File: config.mk
export PLATFORM = sky130hd
export DESIGN_NAME = irq_status_agg
export DESIGN_NICKNAME = d
export VERILOG_FILES = /design/src/rtl/irq_agg_pkg.sv /design/src/rtl/irq_edge_det.sv /design/src/rtl/irq_reg_bank.sv /design/src/rtl/irq_bus_dec.sv /design/src/rtl/irq_status_agg.sv
export SDC_FILE = /design/constraint.sdc
export NUM_CORES = 1
export LEC_CHECK = 0
export ABC_AREA = 1
export BUFFER_PORTS_ARGS = -buffer_cell sky130_fd_sc_hd__buf_2
export CAP_MARGIN = 20
export CORE_MARGIN = 4
export CORE_UTILIZATION = 55
export DETAILED_ROUTE_END_ITERATION = 7
export PLACE_DENSITY_LB_ADDON = 0.12
export SLEW_MARGIN = 20
export SYNTH_ARGS = -nofsm -noshare
export SYNTH_HDL_FRONTEND = slang
export SYNTH_SLANG_ARGS = --single-unit
File: constraint.sdc
create_clock -name clk -period 3.35 [get_ports clk]
set_input_delay 0.1675 -clock clk [delete_from_list [all_inputs] [get_ports clk]]
set_output_delay 0.1675 -clock clk [all_outputs]
set_load 0.005 [all_outputs]
File: src/rtl/irq_agg_pkg.sv
package irq_agg_pkg;

  // Address of slot k in a descending block whose top address is top_addr.
  function automatic logic [31:0] slot_addr(input int unsigned top_addr,
                                            input int unsigned k);
    return 32'(top_addr - k);
  endfunction

endpackage

File: src/rtl/irq_edge_det.sv
module irq_edge_det #(
  parameter int unsigned   W         = 64,
  parameter logic [W-1:0]  DUAL_MASK = '0
) (
  input  logic         clk,
  input  logic         rst,
  input  logic [W-1:0] src_i,
  output logic [W-1:0] evt_o
);

  localparam logic [W-1:0] RISE_MASK = ~DUAL_MASK;

  logic [W-1:0] meta_q;
  logic [W-1:0] sync_q;
  logic [W-1:0] prev_q;

  always_ff @(posedge clk) begin
    if (rst) begin
      meta_q <= '0;
      sync_q <= '0;
      prev_q <= '0;
    end else begin
      meta_q <= src_i;
      sync_q <= meta_q;
      prev_q <= sync_q;
    end
  end

  for (genvar i = 0; i < W; i++) begin : g_bit
    if (DUAL_MASK[i]) begin : g_dual
      assign evt_o[i] = sync_q[i] ^ prev_q[i];
    end else begin : g_rise
      assign evt_o[i] = sync_q[i] & ~prev_q[i];
    end
  end

  // A rising-only event must be followed by a high previous value.
  AST_RISE_ONLY: assert property (@(posedge clk) disable iff (rst)
    ((evt_o & RISE_MASK) != '0) |=> ((($past(evt_o) & RISE_MASK) & ~prev_q) == '0));

endmodule

File: src/rtl/irq_reg_bank.sv
module irq_reg_bank #(
  parameter int unsigned W = 8
) (
  input  logic         clk,
  input  logic         rst,
  input  logic [W-1:0] evt_i,
  input  logic         clr_i,
  input  logic         en_wr_i,
  input  logic [W-1:0] en_wdata_i,
  output logic [W-1:0] stat_o,
  output logic [W-1:0] en_o,
  output logic [W-1:0] req_o
);

  logic [W-1:0] stat_q;
  logic [W-1:0] en_q;
  logic [W-1:0] req_q;
  logic [W-1:0] keep;

  assign keep = clr_i ? '0 : '1;

  always_ff @(posedge clk) begin
    if (rst) begin
      stat_q <= '0;
      en_q   <= '0;
      req_q  <= '0;
    end else begin
      stat_q <= evt_i | (stat_q & keep);
      req_q  <= (evt_i & en_q) | (req_q & keep);
      if (en_wr_i) begin
        en_q <= en_wdata_i;
      end
    end
  end

  assign stat_o = stat_q;
  assign en_o   = en_q;
  assign req_o  = req_q;

  AST_STICKY: assert property (@(posedge clk) disable iff (rst)
    !clr_i |=> ((stat_q & $past(stat_q)) == $past(stat_q)));

  AST_READ_CLEARS: assert property (@(posedge clk) disable iff (rst)
    (clr_i && evt_i == '0) |=> (stat_q == '0 && req_q == '0));

  AST_EVENT_KEPT: assert property (@(posedge clk) disable iff (rst)
    (clr_i && evt_i != '0) |=> ((stat_q & $past(evt_i)) == $past(evt_i)));

  AST_DISABLED_QUIET: assert property (@(posedge clk) disable iff (rst)
    ((evt_i & ~en_q & ~req_q) != '0) |=> ((req_q & $past(evt_i & ~en_q & ~req_q)) == '0));

endmodule

File: src/rtl/irq_bus_dec.sv
module irq_bus_dec #(
  parameter int unsigned NREG     = 8,
  parameter int unsigned W        = 8,
  parameter int unsigned AW       = 12,
  parameter int unsigned STAT_TOP = 11,
  parameter int unsigned EN_TOP   = 19
) (
  input  logic              clk,
  input  logic              rst,
  input  logic [AW-1:0]     addr_i,
  input  logic              rd_i,
  input  logic              wr_i,
  input  logic [NREG*W-1:0] stat_i,
  input  logic [NREG*W-1:0] en_i,
  output logic [NREG-1:0]   clr_o,
  output logic [NREG-1:0]   enwr_o,
  output logic [W-1:0]      rdata_o
);

  import irq_agg_pkg::*;

  logic [NREG-1:0] hit_stat;
  logic [NREG-1:0] hit_en;
  logic [W-1:0]    rd_mux;
  logic [W-1:0]    rdata_q;

  for (genvar k = 0; k < NREG; k++) begin : g_dec
    localparam logic [AW-1:0] STAT_A = AW'(slot_addr(STAT_TOP, k));
    localparam logic [AW-1:0] EN_A   = AW'(slot_addr(EN_TOP, k));
    assign hit_stat[k] = (addr_i == STAT_A);
    assign hit_en[k]   = (addr_i == EN_A);
    assign clr_o[k]    = rd_i & hit_stat[k];
    assign enwr_o[k]   = wr_i & hit_en[k];
  end

  always_comb begin
    rd_mux = '0;
    for (int k = 0; k < NREG; k++) begin
      if (hit_stat[k]) rd_mux = rd_mux | stat_i[k*W +: W];
      if (hit_en[k])   rd_mux = rd_mux | en_i[k*W +: W];
    end
  end

  always_ff @(posedge clk) begin
    if (rst) begin
      rdata_q <= '0;
    end else begin
      rdata_q <= rd_i ? rd_mux : '0;
    end
  end

  assign rdata_o = rdata_q;

  AST_ONE_CLEAR: assert property (@(posedge clk) disable iff (rst)
    $onehot0(clr_o));

  AST_RDATA_IDLE: assert property (@(posedge clk) disable iff (rst)
    !rd_i |=> (rdata_q == '0));

endmodule

File: src/rtl/irq_status_agg.sv
module irq_status_agg #(
  parameter int unsigned             NREG      = 8,
  parameter int unsigned             W         = 8,
  parameter int unsigned             AW        = 12,
  parameter int unsigned             STAT_TOP  = 11,
  parameter int unsigned             EN_TOP    = 19,
  parameter logic [NREG*W-1:0]       DUAL_MASK = 64'h8000_0000_0000_0081
) (
  input  logic              clk,
  input  logic              rst,
  input  logic [NREG*W-1:0] src_i,
  input  logic [AW-1:0]     bus_addr,
  input  logic              bus_rd,
  input  logic              bus_wr,
  input  logic [W-1:0]      bus_wdata,
  output logic [W-1:0]      bus_rdata,
  output logic [NREG*W-1:0] req_vec,
  output logic [NREG-1:0]   mst_sum,
  output logic              irq_n
);

  localparam int unsigned NB = NREG * W;

  logic [NB-1:0]   evt;
  logic [NB-1:0]   stat_all;
  logic [NB-1:0]   en_all;
  logic [NB-1:0]   req_all;
  logic [NREG-1:0] clr;
  logic [NREG-1:0] enwr;
  logic [NREG-1:0] mst_q;
  logic            irq_n_q;

  irq_edge_det #(.W(NB), .DUAL_MASK(DUAL_MASK)) u_edge (
    .clk  (clk),
    .rst  (rst),
    .src_i(src_i),
    .evt_o(evt)
  );

  for (genvar k = 0; k < NREG; k++) begin : g_bank
    irq_reg_bank #(.W(W)) u_bank (
      .clk       (clk),
      .rst       (rst),
      .evt_i     (evt[k*W +: W]),
      .clr_i     (clr[k]),
      .en_wr_i   (enwr[k]),
      .en_wdata_i(bus_wdata),
      .stat_o    (stat_all[k*W +: W]),
      .en_o      (en_all[k*W +: W]),
      .req_o     (req_all[k*W +: W])
    );
  end

  irq_bus_dec #(
    .NREG(NREG), .W(W), .AW(AW), .STAT_TOP(STAT_TOP), .EN_TOP(EN_TOP)
  ) u_bus (
    .clk    (clk),
    .rst    (rst),
    .addr_i (bus_addr),
    .rd_i   (bus_rd),
    .wr_i   (bus_wr),
    .stat_i (stat_all),
    .en_i   (en_all),
    .clr_o  (clr),
    .enwr_o (enwr),
    .rdata_o(bus_rdata)
  );

  always_ff @(posedge clk) begin
    if (rst) begin
      mst_q   <= '0;
      irq_n_q <= 1'b1;
    end else begin
      for (int k = 0; k < NREG; k++) begin
        mst_q[k] <= |req_all[k*W +: W];
      end
      irq_n_q <= ~|req_all;
    end
  end

  assign req_vec = req_all;
  assign mst_sum = mst_q;
  assign irq_n   = irq_n_q;

  AST_IRQ_SUM: assert property (@(posedge clk) disable iff (rst)
    irq_n_q == (mst_q == '0));

  AST_REQ_IN_STAT: assert property (@(posedge clk) disable iff (rst)
    (req_all & ~stat_all) == '0);

endmodule

# Word-level counts from Yosys, hierarchy flattened
# Index checks and enable logic that the tools add are counted.
# totals
reg_bits	401
inputBits	88
output_inout_bits	81
word_cells	278
# classes
n_eq_ne	16
n_mux	24
bitwise	197
n_reduce_logical	11
# ops
operator	count
bitwise OR 8 bit	31
AND 8 bit	24
two-way mux 8 bit	24
== test 12 x 4 -> 1 bit, second input constant	8
AND 1 bit	77
OR reduction 64 bit	1
OR reduction 8 bit	8
inverter 1 bit	62
== test 12 x 3 -> 1 bit, second input constant	4
== test 12 x 5 -> 1 bit, second input constant	4
XOR 1 bit	3
OR reduction 2 bit	1
logical NOT 1 bit	1

# Depth between registers and ports, before layout
# Gate-level depths: netlist of run 1.
# depth
depth_word	32
depth_mapped	11
depth_no_buf	10

# By module
# A second synthesis of run 1 with hierarchy kept.
# hier_totals
hier_cells	1922
hier_area_um2	14551.5
# by_module_without_submodules
mod	instances	cells_per_inst	area_per_inst_um2	seq_area_each_um2
irq_reg_bank	8	102	828.3	480.5
irq_edge_det	1	670	5789.3	3843.7
irq_bus_dec	1	353	1667.8	160.2
irq_status_agg	1	83	467.9	180.2

# Least setup slack after synthesis of run 1
# No wires, ideal clock.
# synth_timing
path_type	input to register
from	in bus_addr[11]
to	reg g_bank[2].u_bank.req_q[7]
setup_ns	0.132
arrival_ns	1.222
required_time_ns	3.218
setup_slack_ns	1.996
path_stages	8
n_path_buf	2
path_cell_list	nor2_1 -> nand2_2 -> nor2_4 -> buf_2 -> nand3_2 -> buf_2 -> nand2_1 -> a21oi_1
# synth_between
elab_chain_len	5
# synth_rtl
item	line	text
start: declaration	irq_status_agg.sv:12	input logic [AW-1:0] bus_addr,
== test 12 x 4 -> 1 bit	irq_bus_dec.sv:30	assign hit_stat[k] = (addr_i == STAT_A);
AND 1 bit	irq_bus_dec.sv:32	assign clr_o[k] = rd_i & hit_stat[k];
two-way mux 8 bit	irq_reg_bank.sv:20	assign keep = clr_i ? '0 : '1;
AND 8 bit	irq_reg_bank.sv:29	req_q <= (evt_i & en_q) | (req_q & keep);
bitwise OR 8 bit	irq_reg_bank.sv:29	
end signal: assignment	irq_reg_bank.sv:29	
end: declaration	irq_reg_bank.sv:17	logic [W-1:0] req_q;
# No other way between the ends.
# A chain may end at the register's enable or synchronous reset.

# Worst setup path after layout of run 1
# layout_timing
from	in bus_addr[7]
to	reg g_bank[4].u_bank.en_q[2]
# layout_between
elab_chain_len	2
# layout_rtl
item	line	text
== test 12 x 4 -> 1 bit	irq_bus_dec.sv:31	assign hit_en[k] = (addr_i == EN_A);
AND 1 bit	irq_bus_dec.sv:33	assign enwr_o[k] = wr_i & hit_en[k];
end signal: assignment	irq_reg_bank.sv:31	en_q <= en_wdata_i;
end: declaration	irq_reg_bank.sv:16	logic [W-1:0] en_q;
# No other way between the ends.

==> results of run 1 <==
-- layout make-up --
| type | count | area, um^2 |
|---|---|---|
| timing repair buffer | 238 | 1550 |
| clock inverter | 15 | 209 |
| fill | 2144 | 8000 |
| antenna | 1 | 2.50 |
| inverter | 294 | 1100 |
| multi-input combinational | 1064 | 4800 |
| clock buffer | 59 | 1230 |
| sequential | 401 | 8030 |
| tap | 330 | 413 |
-- power groups by stage --
stage / Combinational, mW / Sequential (mW) / Clock [mW]
CTS: 0.408 / 4.97 / 4.83
finish: 0.412 / 4.97 / 4.75
global route: 0.466 / 4.98 / 5.02
global placement: 0.341 / 5.07 / 0
floorplan: 0.232 / 5.05 / 0
detailed placement: 0.348 / 5.07 / 0
-- cells by family after synthesis --
| logic type | after synthesis |
|---|---|
| AND/OR/NAND/NOR | 805 |
| flip-flops | 401 |
| buffers and inverters | 366 |
| AO/OA/AOI/OAI | 256 |
| XOR/XNOR | 3 |
-- critical path: cells and delay by family --
family / cells / cell delay, ns
and+or+nand+nor: 5 / 0.96
AOI/OAI and AO/OA: 2 / 0.28
buffers and inverters: 2 / 0.61
-- routing by layer --
layer,GRT usage,up-vias,share of wire
met5,0,-,0
met4,0.0812,0,0.031
met3,0.0427,70,0.075
met2,0.418,390,0.47
met1,0.319,5485,0.42
li1,-,6101,-
-- cell usage in the layout, fill, tap and decap left out --
cell           synthesis  routed
dfxtp_1              401     401
nand2_1              296     296
inv_1                293     293
nor2_1               260     260
a21oi_1              192     192
nand3_1              189     189
buf_2                 17     167
dlygate4sd3_1          0      64
o21ai_0               63      63
clkbuf_16              0      43
nor4_1                15      15
nor2_2                13      13
nand3_2               11      11
clkbuf_8               0       9
nor2_4                 7       7
clkinv_2               0       7
clkbuf_1              44       7
bufinv_16              0       5
buf_4                  4       5
and2_0                 4       4
and2_1                 3       3
xnor2_1                3       3
nor3b_1                3       3
or2_2                  2       2
nand2_2                2       2
clkinvlp_4             0       2
diode_2                0       1
o21ai_1                1       1
inv_2                  1       1
inv_6                  0       1
buf_8                  0       1
buf_12                 0       1
-- synthesized netlist by cell type (2+ instances only) --
library cell  number  area share
a21oi_1          192       0.067
and2_0             4      0.0018
and2_1             3      0.0013
buf_1              2     0.00053
buf_2             17      0.0060
buf_4              4      0.0021
buf_6              5      0.0039
clkbuf_1          44       0.012
dfxtp_1          401        0.56
inv_1            293       0.077
nand2_1          296       0.078
nand2_2            2     0.00088
nand3_1          189       0.066
nand3_2           11      0.0077
nor2_1           260       0.068
nor2_2            13      0.0057
nor2_4             7      0.0055
nor3b_1            3      0.0016
nor4_1            15      0.0066
o21ai_0           63       0.022
or2_2              2     0.00088
xnor2_1            3      0.0018
-- metrics by stage --
| step | total power [mW] | hold WS (ns) | instance area (um^2) | utilization |
|---|---|---|---|---|
| after global routing | 10.5 | 0.0169 | 17300 | 0.684 |
| final | 10.1 | 0.0129 | 17300 | 0.684 |
| after detailed placement | 5.42 | 0.374 | 15200 | 0.602 |
| after floorplan | 5.29 | 0.274 | 14300 | - |
| after global placement | 5.41 | 0.365 | 15200 | 0.602 |
| after CTS | 10.2 | 0.00214 | 17300 | 0.684 |
-- how the worst max path moves through the flow --
| stage | slack [ns] | end | startpoint | depth (start not counted) |
|---|---|---|---|---|
| 2_1_floorplan | 2.00 | g_bank[2].u_bank.req_o[7]$_SDFF_PP0_ | bus_addr[11] | 8 |
| 3_5_place_dp | 1.30 | g_bank[3].u_bank.en_o[7]$_SDFFE_PP0P_ | bus_addr[11] | 8 |
| 4_1_cts | 1.73 | irq_n$_SDFF_PP1_ | g_bank[5].u_bank.req_o[6]$_SDFF_PP0_ | 6 |
| 5_1_grt | 1.57 | g_bank[4].u_bank.en_o[2]$_SDFFE_PP0P_ | bus_addr[7] | 9 |
| 3_3_place_gp | 1.37 | g_bank[3].u_bank.req_o[3]$_SDFF_PP0_ | bus_addr[11] | 8 |
| 6_report | 1.76 | g_bank[4].u_bank.en_o[2]$_SDFFE_PP0P_ | bus_addr[7] | 9 |
-- sequential cells by signal, indices dropped and copies added (netlist names) --
name	flops
u_bus.rdata_o	8
g_bank.u_bank.req_o	64
u_edge.meta_q	64
irq_n	1
g_bank.u_bank.stat_o	64
u_edge.sync_q	64
g_bank.u_bank.en_o	64
mst_sum	8
u_edge.prev_q	64
-- what timing repair did --
item / in CTS / in global routing
hold buffers: 64 / 0
endpoints found under the setup margin: 0 / 0
hold endpoints to repair: 64 / 0
buffers inserted: 0 / 0
==> impl_metrics.json, run 1 <==
{
  "status": "completed",
  "chipHeight_um": 169,
  "syn_nets": 1919,
  "ios": 169,
  "drive_above_1_share": 0.134,
  "p_switching_mw": 2.13,
  "dp.cells": 2263,
  "r2r_setup_slack_ns": 1.78,
  "worstMarginPinSlew_ns": 1.06,
  "ys.flop_type": "dfxtp_1",
  "slew_headroom": 0.293,
  "worstSetupEndpointType": "register",
  "setup_viol": 0,
  "final_min_period_over_clock_period": 0.475,
  "layout_setup_ws_ns": 1.76,
  "cts_tree": "built",
  "cp_slowest_cell": "buf_4",
  "cp.required_ns": 3.80,
  "reg2reg_to": "irq_n$_SDFF_PP1_",
  "place_congestion": 0.977,
  "track_usage": 0.246,
  "grt_overflow": 0,
  "dp_slack_ns": 1.30,
  "clkLatencyLatePin_ns": 0.53,
  "route.vias.total": 12000,
  "muxShareOfSynthArea": 0,
  "slew_violations": 0,
  "p_int_mw": 8.00,
  "cts_resized": 0,
  "numCtsBuffers": 41,
  "cap_violations": 0,
  "async_flop_share": 0,
  "r2r_cells": 6,
  "drc": 0,
  "worstPathMaxFanout": 64,
  "crit_path_start_kind": "primary input",
  "crit_type": "in2reg",
  "yosysUniqueCellTypes": 24,
  "worst-endpoint-arrival_ns": 2.05,
  "rows": 58,
  "yosys.area_share.simple": 0.244,
  "cts-root-buf": "clkbuf_16",
  "wl_per_cell_um": 15.0,
  "tns_ns": 0,
  "synth_edf_count": 0,
  "syn-instance-count": 1831,
  "seq_power_share": 0.491,
  "powerDensity_nw_per_um2": 585,
  "h-tree-depth": 2,
  "r2r-start": "g_bank[2].u_bank.req_o[6]$_SDFF_PP0_",
  "viasPerCell": 5.01,
  "clock_skew_ns": 0.0133,
  "grt_pass1_vias": 11200,
  "hold_path.class": "in2reg",
  "rsz0062_at_grt": "false",
  "start_util": 0.563,
  "synth-seq-cells": 401,
  "swShare": 0.210,
  "min_to": "u_edge.prev_q[10]$_SDFF_PP0_",
  "finalNetCount": 2128,
  "finalCriticalPeriod_ns": 1.59,
  "synth-compound-area-share": 0.0898,
  "grt_antenna_before_repair": 0,
  "ant_nets": 0,
  "hold_start": "rst",
  "grt_max_degree": 164,
  "avgSynthCellArea_um2": 7.79,
  "dpl.hpwl_mm": 24.6,
  "fmax_mhz": 629,
  "syn_area_um2": 14300,
  "cts_buffer_depth": 3,
  "vdd_drop_max_mv": 0.414,
  "ys_warn_count": 0,
  "cp_cell_sequence": "buf_2, nor2_1, nand2_1, nor2_4, buf_4, nand2_1, nor2_4, o21ai_0, a21oi_1",
  "stdcell_count": 2402,
  "ys_seq_area_frac": 0.563,
  "slowest_delay_ns": 0.51,
  "synthXorXnorAreaFrac": 0.00184,
  "clock_sinks": 401,
  "die_w_um": 169,
  "grt_pass1_wl_mm": 57.0,
  "areaGrowthSynthToFinish_pct": 21.4,
  "hold_viol_final": 0,
  "power_frac_clock": 0.469,
  "core-area_um2": 25300,
  "firstDrtPassIters": 6,
  "synthAdderAreaFrac": 0,
  "routed_wl_mm": 36.0,
  "hold_path_depth": 2,
  "dieArea_um2": 28600,
  "port_buffers": 168,
  "synth_top_family_by_area": "simple AND/OR/NAND/NOR gates",
  "p_comb_frac": 0.041,
  "clk_pin_slew_worst_paths_ns": 0.06,
  "drtIter0Drc": 1005,
  "leakage_nw": 7.64
}
Note: power is estimated with default switching activity, not from simulation.
==> run 2, diff against run 1 <==
--- a/config.mk
+++ b/config.mk
@@ -9,7 +9,7 @@
 export BUFFER_PORTS_ARGS = -buffer_cell sky130_fd_sc_hd__buf_2
 export CAP_MARGIN = 20
 export CORE_MARGIN = 4
-export CORE_UTILIZATION = 55
+export CORE_UTILIZATION = 52
 export DETAILED_ROUTE_END_ITERATION = 7
 export PLACE_DENSITY_LB_ADDON = 0.12
 export SLEW_MARGIN = 20
==> constraint.sdc (replaced) <==
create_clock -name clk -period 1.4 [get_ports clk]
set_input_delay 0.07 -clock clk [delete_from_list [all_inputs] [get_ports clk]]
set_output_delay 0.07 -clock clk [all_outputs]
set_load 0.005 [all_outputs]
==> run 2 against run 1 <==
Effect of this change:
- register-to-register slack worse by 1.7 ns
- sequential power increased by 140%
- clock skew fell by 0.0027 ns
- sequential share of layout area down 2.1 points
- design area is 4.8% higher
- critical path type is now reg2reg
- critical endpoint is now irq_n$_SDFF_PP1_
- largest cell class unchanged
- highest routed layer is now met5
==> impl_metrics.json, run 2 (synthesis results as in run 1) <==
{
  "tns_ns": 0,
  "ant_nets": 0,
  "areaGrowthSynthToFinish_pct": 27.3,
  "clk_pin_slew_worst_paths_ns": 0.06,
  "route.vias.total": 12300,
  "fmax_mhz": 750,
  "finalCriticalPeriod_ns": 1.33,
  "clock_sinks": 401,
  "clock_skew_ns": 0.0106,
  "mostFrequentLayoutCells": "dfxtp_1, nand2_1, inv_1",
  "firstDrtPassIters": 5,
  "final_core_util": 0.674,
  "grt_antenna_before_repair": 4,
  "stdcell_count": 2498,
  "cap_violations": 0,
  "worstMarginPinSlew_ns": 0.503,
  "numCtsBuffers": 41,
  "hold_viol_final": 0,
  "hold_path.class": "in2reg",
  "grt_pass1_wl_mm": 60.3,
  "cts_buffer_depth": 3,
  "final_common_cell": "dfxtp_1",
  "drive_above_1_share": 0.167,
  "slew_headroom": 0.665,
  "hold_path_depth": 3,
  "grt_overflow": 0,
  "powerDensity_nw_per_um2": 1310,
  "chipHeight_um": 174,
  "cts-root-buf": "clkbuf_16",
  "r2r_setup_slack_ns": 0.07,
  "worstSetupEndpointType": "register",
  "ios": 169,
  "dp.cells": 2349,
  "slowest_delay_ns": 0.31,
  "whs_ns": 0.0271,
  "cp.required_ns": 1.87,
  "cp_top_family": "simple AND/OR/NAND/NOR gates",
  "drc": 0,
  "track_usage": 0.246,
  "viasPerCell": 4.92,
  "place_congestion": 0.946,
  "clkLatencyLatePin_ns": 0.53,
  "finalNetCount": 2212,
  "die_w_um": 174,
  "setup_viol": 0,
  "slew_violations": 0,
  "start_util": 0.530,
  "core-area_um2": 27000,
  "routed_wl_mm": 37.9,
  "status": "completed",
  "wl_per_cell_um": 15.2,
  "cts_setup_buffers": 0,
  "timing.critical_path.mode_cell": "nand2_1",
  "r2r_cells": 6,
  "rows": 60,
  "crit_buf_inv": 0,
  "h-tree-depth": 2,
  "dpl.hpwl_mm": 26.6,
  "cp.depth": 6,
  "crit_path_start_kind": "register",
  "grt_pass1_vias": 11700,
  "crit_type": "reg2reg",
  "worst-endpoint-arrival_ns": 1.81,
  "grt_max_degree": 112,
  "port_buffers": 168,
  "cts_tree": "built",
  "dieArea_um2": 30200,
  "rsz0062_at_grt": "false",
  "leakage_nw": 8.13,
  "vdd_drop_max_mv": 1.02,
  "worstPathMaxFanout": 2,
  "cp_cell_sequence": "nor4_1, and2_1, nand2_1, nor2_1, nand2_1, nand2_1",
  "cp_slowest_cell": "dfxtp_1",
  "drtIter0Drc": 912,
  "final_min_period_over_clock_period": 0.952
}
[run 2: routing by layer]
| layer | vias up | track usage | part of all wire |
|---|---|---|---|
| li1 | 6295 | - | - |
| met1 | 5529 | 0.313 | 0.42 |
| met2 | 383 | 0.424 | 0.48 |
| met3 | 88 | 0.0465 | 0.065 |
| met4 | 6 | 0.0792 | 0.029 |
| met5 | - | 0 | 0.0012 |
[run 2: what timing repair did]
action	4_1_cts	5_1_grt
resized for setup	5	12
hold buffers	73	0
endpoints found under the hold margin	107	0
pin swaps	2	5
setup endpoints to repair	1	1
[run 2: layout make-up]
class | instances | area [um^2]
Timing Repair Buffer | 322 | 2370
Clock buffer | 63 | 1250
Sequential cell | 401 | 8030
Multi-Input combinational cell | 1064 | 4860
Tap cell | 341 | 427
Fill cell | 2248 | 8780
Inverter | 294 | 1100
Antenna cell | 1 | 2.50
Clock inverter | 12 | 124
[run 2: power breakdown]
| group | total (mW) | switching [mW] | leakage [nW] | internal [mW] |
|---|---|---|---|---|
| clock network | 10.9 | 4.35 | 0.679 | 6.55 |
| logic | 1.07 | 0.606 | 4.17 | 0.467 |
| registers | 11.9 | 0.165 | 3.27 | 11.7 |
| total | 23.9 | 5.12 | 8.13 | 18.8 |
[run 2: tightest hold or removal path, stage by stage]
cell and delay (ns):
buf_2 0.18, nand3_2 0.18, a21oi_1 0.08
[run 2: through the flow]
step           area [um^2]  worst slack [ns]  total power [mW]
4_1_cts              18100            0.0109              24.0
2_1_floorplan        14300             0.143              12.6
6_report             18200            0.0667              23.9
3_3_place_gp         16000            -0.221              13.0
3_5_place_dp         16000            -0.153              13.1
5_1_grt              18200           0.00592              24.7
[run 2: worst paths after layout]
check	start	end
max	g_bank[6].u_bank.req_o[2]$_SDFF_PP0_	irq_n$_SDFF_PP1_
min	bus_wr	g_bank[6].u_bank.en_o[6]$_SDFFE_PP0P_
max reg2reg	g_bank[6].u_bank.req_o[2]$_SDFF_PP0_	irq_n$_SDFF_PP1_
min reg2reg	u_edge.meta_q[8]$_SDFF_PP0_	u_edge.sync_q[8]$_SDFF_PP0_
==> run 3, diff against run 2 <==
--- a/config.mk
+++ b/config.mk
@@ -6,8 +6,8 @@
 export NUM_CORES = 1
 export LEC_CHECK = 0
 export ABC_AREA = 1
-export BUFFER_PORTS_ARGS = -buffer_cell sky130_fd_sc_hd__buf_2
-export CAP_MARGIN = 20
+export BUFFER_PORTS_ARGS = -buffer_cell sky130_fd_sc_hd__buf_4
+export CAP_MARGIN = 15
 export CORE_MARGIN = 4
 export CORE_UTILIZATION = 52
 export DETAILED_ROUTE_END_ITERATION = 7
==> run 3 against run 2 <==
Effect of this change:
- clock power fell by 6%
- sequential power hardly changed
- power fell by 2.2%
- clock skew increased by 0.0062 ns
- global-route usage rose by 0.088 points
- die area did not move
- critical path type is now in2reg
- core utilization rose by 1.2 points
- hold slack got worse by 0.018 ns
- setup slack improved by 0.0025 ns
==> impl_metrics.json, run 3 (synthesis results as in run 1) <==
{
  "seq_power_share": 0.510,
  "cp_cell_sequence": "dlygate4sd3_1, buf_4, nand2_2, o21ai_0, a21oi_1, dlygate4sd3_1",
  "dp_slack_ns": -0.248,
  "cts_setup_buffers": 0,
  "antennaDiodeCount": 0,
  "final_common_cell": "dfxtp_1",
  "areaGrowthSynthToFinish_pct": 29.6,
  "grt_antenna_before_repair": 0,
  "clock_skew_ns": 0.0169,
  "cts_tree": "built",
  "dieArea_um2": 30200,
  "finalCriticalPeriod_ns": 1.33,
  "chipHeight_um": 174,
  "mostFrequentLayoutCells": "dfxtp_1, nand2_1, inv_1",
  "cp.required_ns": 1.81,
  "rows": 60,
  "layout_setup_ws_ns": 0.0692,
  "hold_viol_final": 0,
  "worstSetupEndpointType": "register",
  "worst-endpoint-arrival_ns": 1.74,
  "crit_type": "in2reg",
  "finalNetCount": 2213,
  "cts_buffer_depth": 3,
  "ant_nets": 0,
  "grt_max_degree": 149,
  "worstPathMaxFanout": 8,
  "p_switching_mw": 4.99,
  "final_core_util": 0.686,
  "die_w_um": 174,
  "firstDrtPassIters": 5,
  "dpl.hpwl_mm": 26.8,
  "clkLatencyLatePin_ns": 0.53,
  "grt_overflow": 0,
  "place_congestion": 0.902,
  "cp_top_family": "buffers and inverters",
  "slowest_delay_ns": 0.56,
  "port_buffers": 168,
  "status": "completed",
  "p_comb_frac": 0.049,
  "leakage_nw": 8.15,
  "slew_violations": 0,
  "cts-root-buf": "clkbuf_16",
  "grt_pass1_wl_mm": 60.4,
  "setup_viol": 0,
  "vdd_drop_max_mv": 1.45,
  "core-area_um2": 27000,
  "numCtsBuffers": 40,
  "drc": 0,
  "cap_violations": 0,
  "powerDensity_nw_per_um2": 1260,
  "slew_headroom": 0.587,
  "drive_above_1_share": 0.163,
  "swShare": 0.214,
  "h-tree-depth": 2,
  "grt_pass1_vias": 11600,
  "dp.cells": 2350,
  "timing.critical_path.mode_cell": "dlygate4sd3_1",
  "route.vias.total": 12300,
  "fmax_mhz": 751,
  "start_util": 0.530,
  "viasPerCell": 4.93,
  "wl_per_cell_um": 15.3,
  "cp_slowest_cell": "dlygate4sd3_1",
  "p_int_mw": 18.4,
  "clock_sinks": 401,
  "ios": 169,
  "power_frac_clock": 0.441,
  "worstMarginPinSlew_ns": 0.620,
  "crit_buf_inv": 3,
  "final_min_period_over_clock_period": 0.951,
  "track_usage": 0.247,
  "crit_path_start_kind": "primary input",
  "report.power.total_mw": 23.3,
  "drtIter0Drc": 934,
  "hold_path.class": "in2reg",
  "clk_pin_slew_worst_paths_ns": 0.06,
  "stdcell_count": 2491,
  "routed_wl_mm": 38.2
}
[run 3: changes by cell type in the layout (fill, tap and decap cells not counted), moves of 3 or more]
cell      change
nor4_1        +3
clkbuf_8      -3
buf_12        +3
buf_2       -167
buf_4       +166
nor4_2        -3
[run 3: power groups by stage]
stage	clock, mW	sequential [mW]	combinational (mW)
floorplan	0	12.1	0.555
global placement	0	12.1	0.950
detailed placement	0	12.1	0.967
CTS	10.5	11.9	1.14
global route	11.0	11.9	1.28
finish	10.3	11.9	1.14
[run 3: final timing paths]
kind,startpoint,endpoint,slack [ns],cells past startpoint
setup reg to reg,g_bank[3].u_bank.req_o[2]$_SDFF_PP0_,irq_n$_SDFF_PP1_,0.09,8
hold reg to reg,u_edge.meta_q[22]$_SDFF_PP0_,u_edge.sync_q[22]$_SDFF_PP0_,0.40,2
setup / recovery,bus_wr,g_bank[7].u_bank.en_o[0]$_SDFFE_PP0P_,0.07,6
hold / removal,rst,u_edge.meta_q[59]$_SDFF_PP0_,0.009,3
[run 3: layer usage]
metal,GRT usage,routed length (um),vias up
met3,0.0502,2640,87
li1,-,-,6285
met4,0.0914,1370,0
met5,0,0,-
met2,0.413,18100,366
met1,0.318,16100,5539
[run 3: what timing repair did]
action,4_1_cts,5_1_grt
cloned,0,0
endpoints found under the setup margin,1,2
pin swaps,0,2
resized for setup,1,9
hold buffers,74,0
hold endpoints to repair,88,0
[run 3: metrics by stage]
stage,hold WS (ns),setup TNS (ns),cell area (um^2)
after floorplan,0.177,0,14300
after global placement,0.268,-11.96,16500
after detailed placement,0.276,-13.96,16500
after CTS,0.0349,0,18500
after global routing,0.0555,-0.0421,18500
final,0.00946,0,18500
[run 3: worst reg2reg max path: stages, from the launching register on]
cell	delay [ns]
dfxtp_1	0.35
nor2_4	0.11
nand2_1	0.07
nor4_2	0.24
buf_4	0.20
nand2_1	0.07
nor2_1	0.10
nand2_1	0.06
nand2_1	0.05
[run 3: final cells by class]
type,instances,area [um^2]
inverter,294,1100
clock buffer,56,1150
fill,2218,8450
multi-input combinational,1064,4840
timing repair buffer,324,2840
tap,341,427
clock inverter,11,111
sequential,401,8030
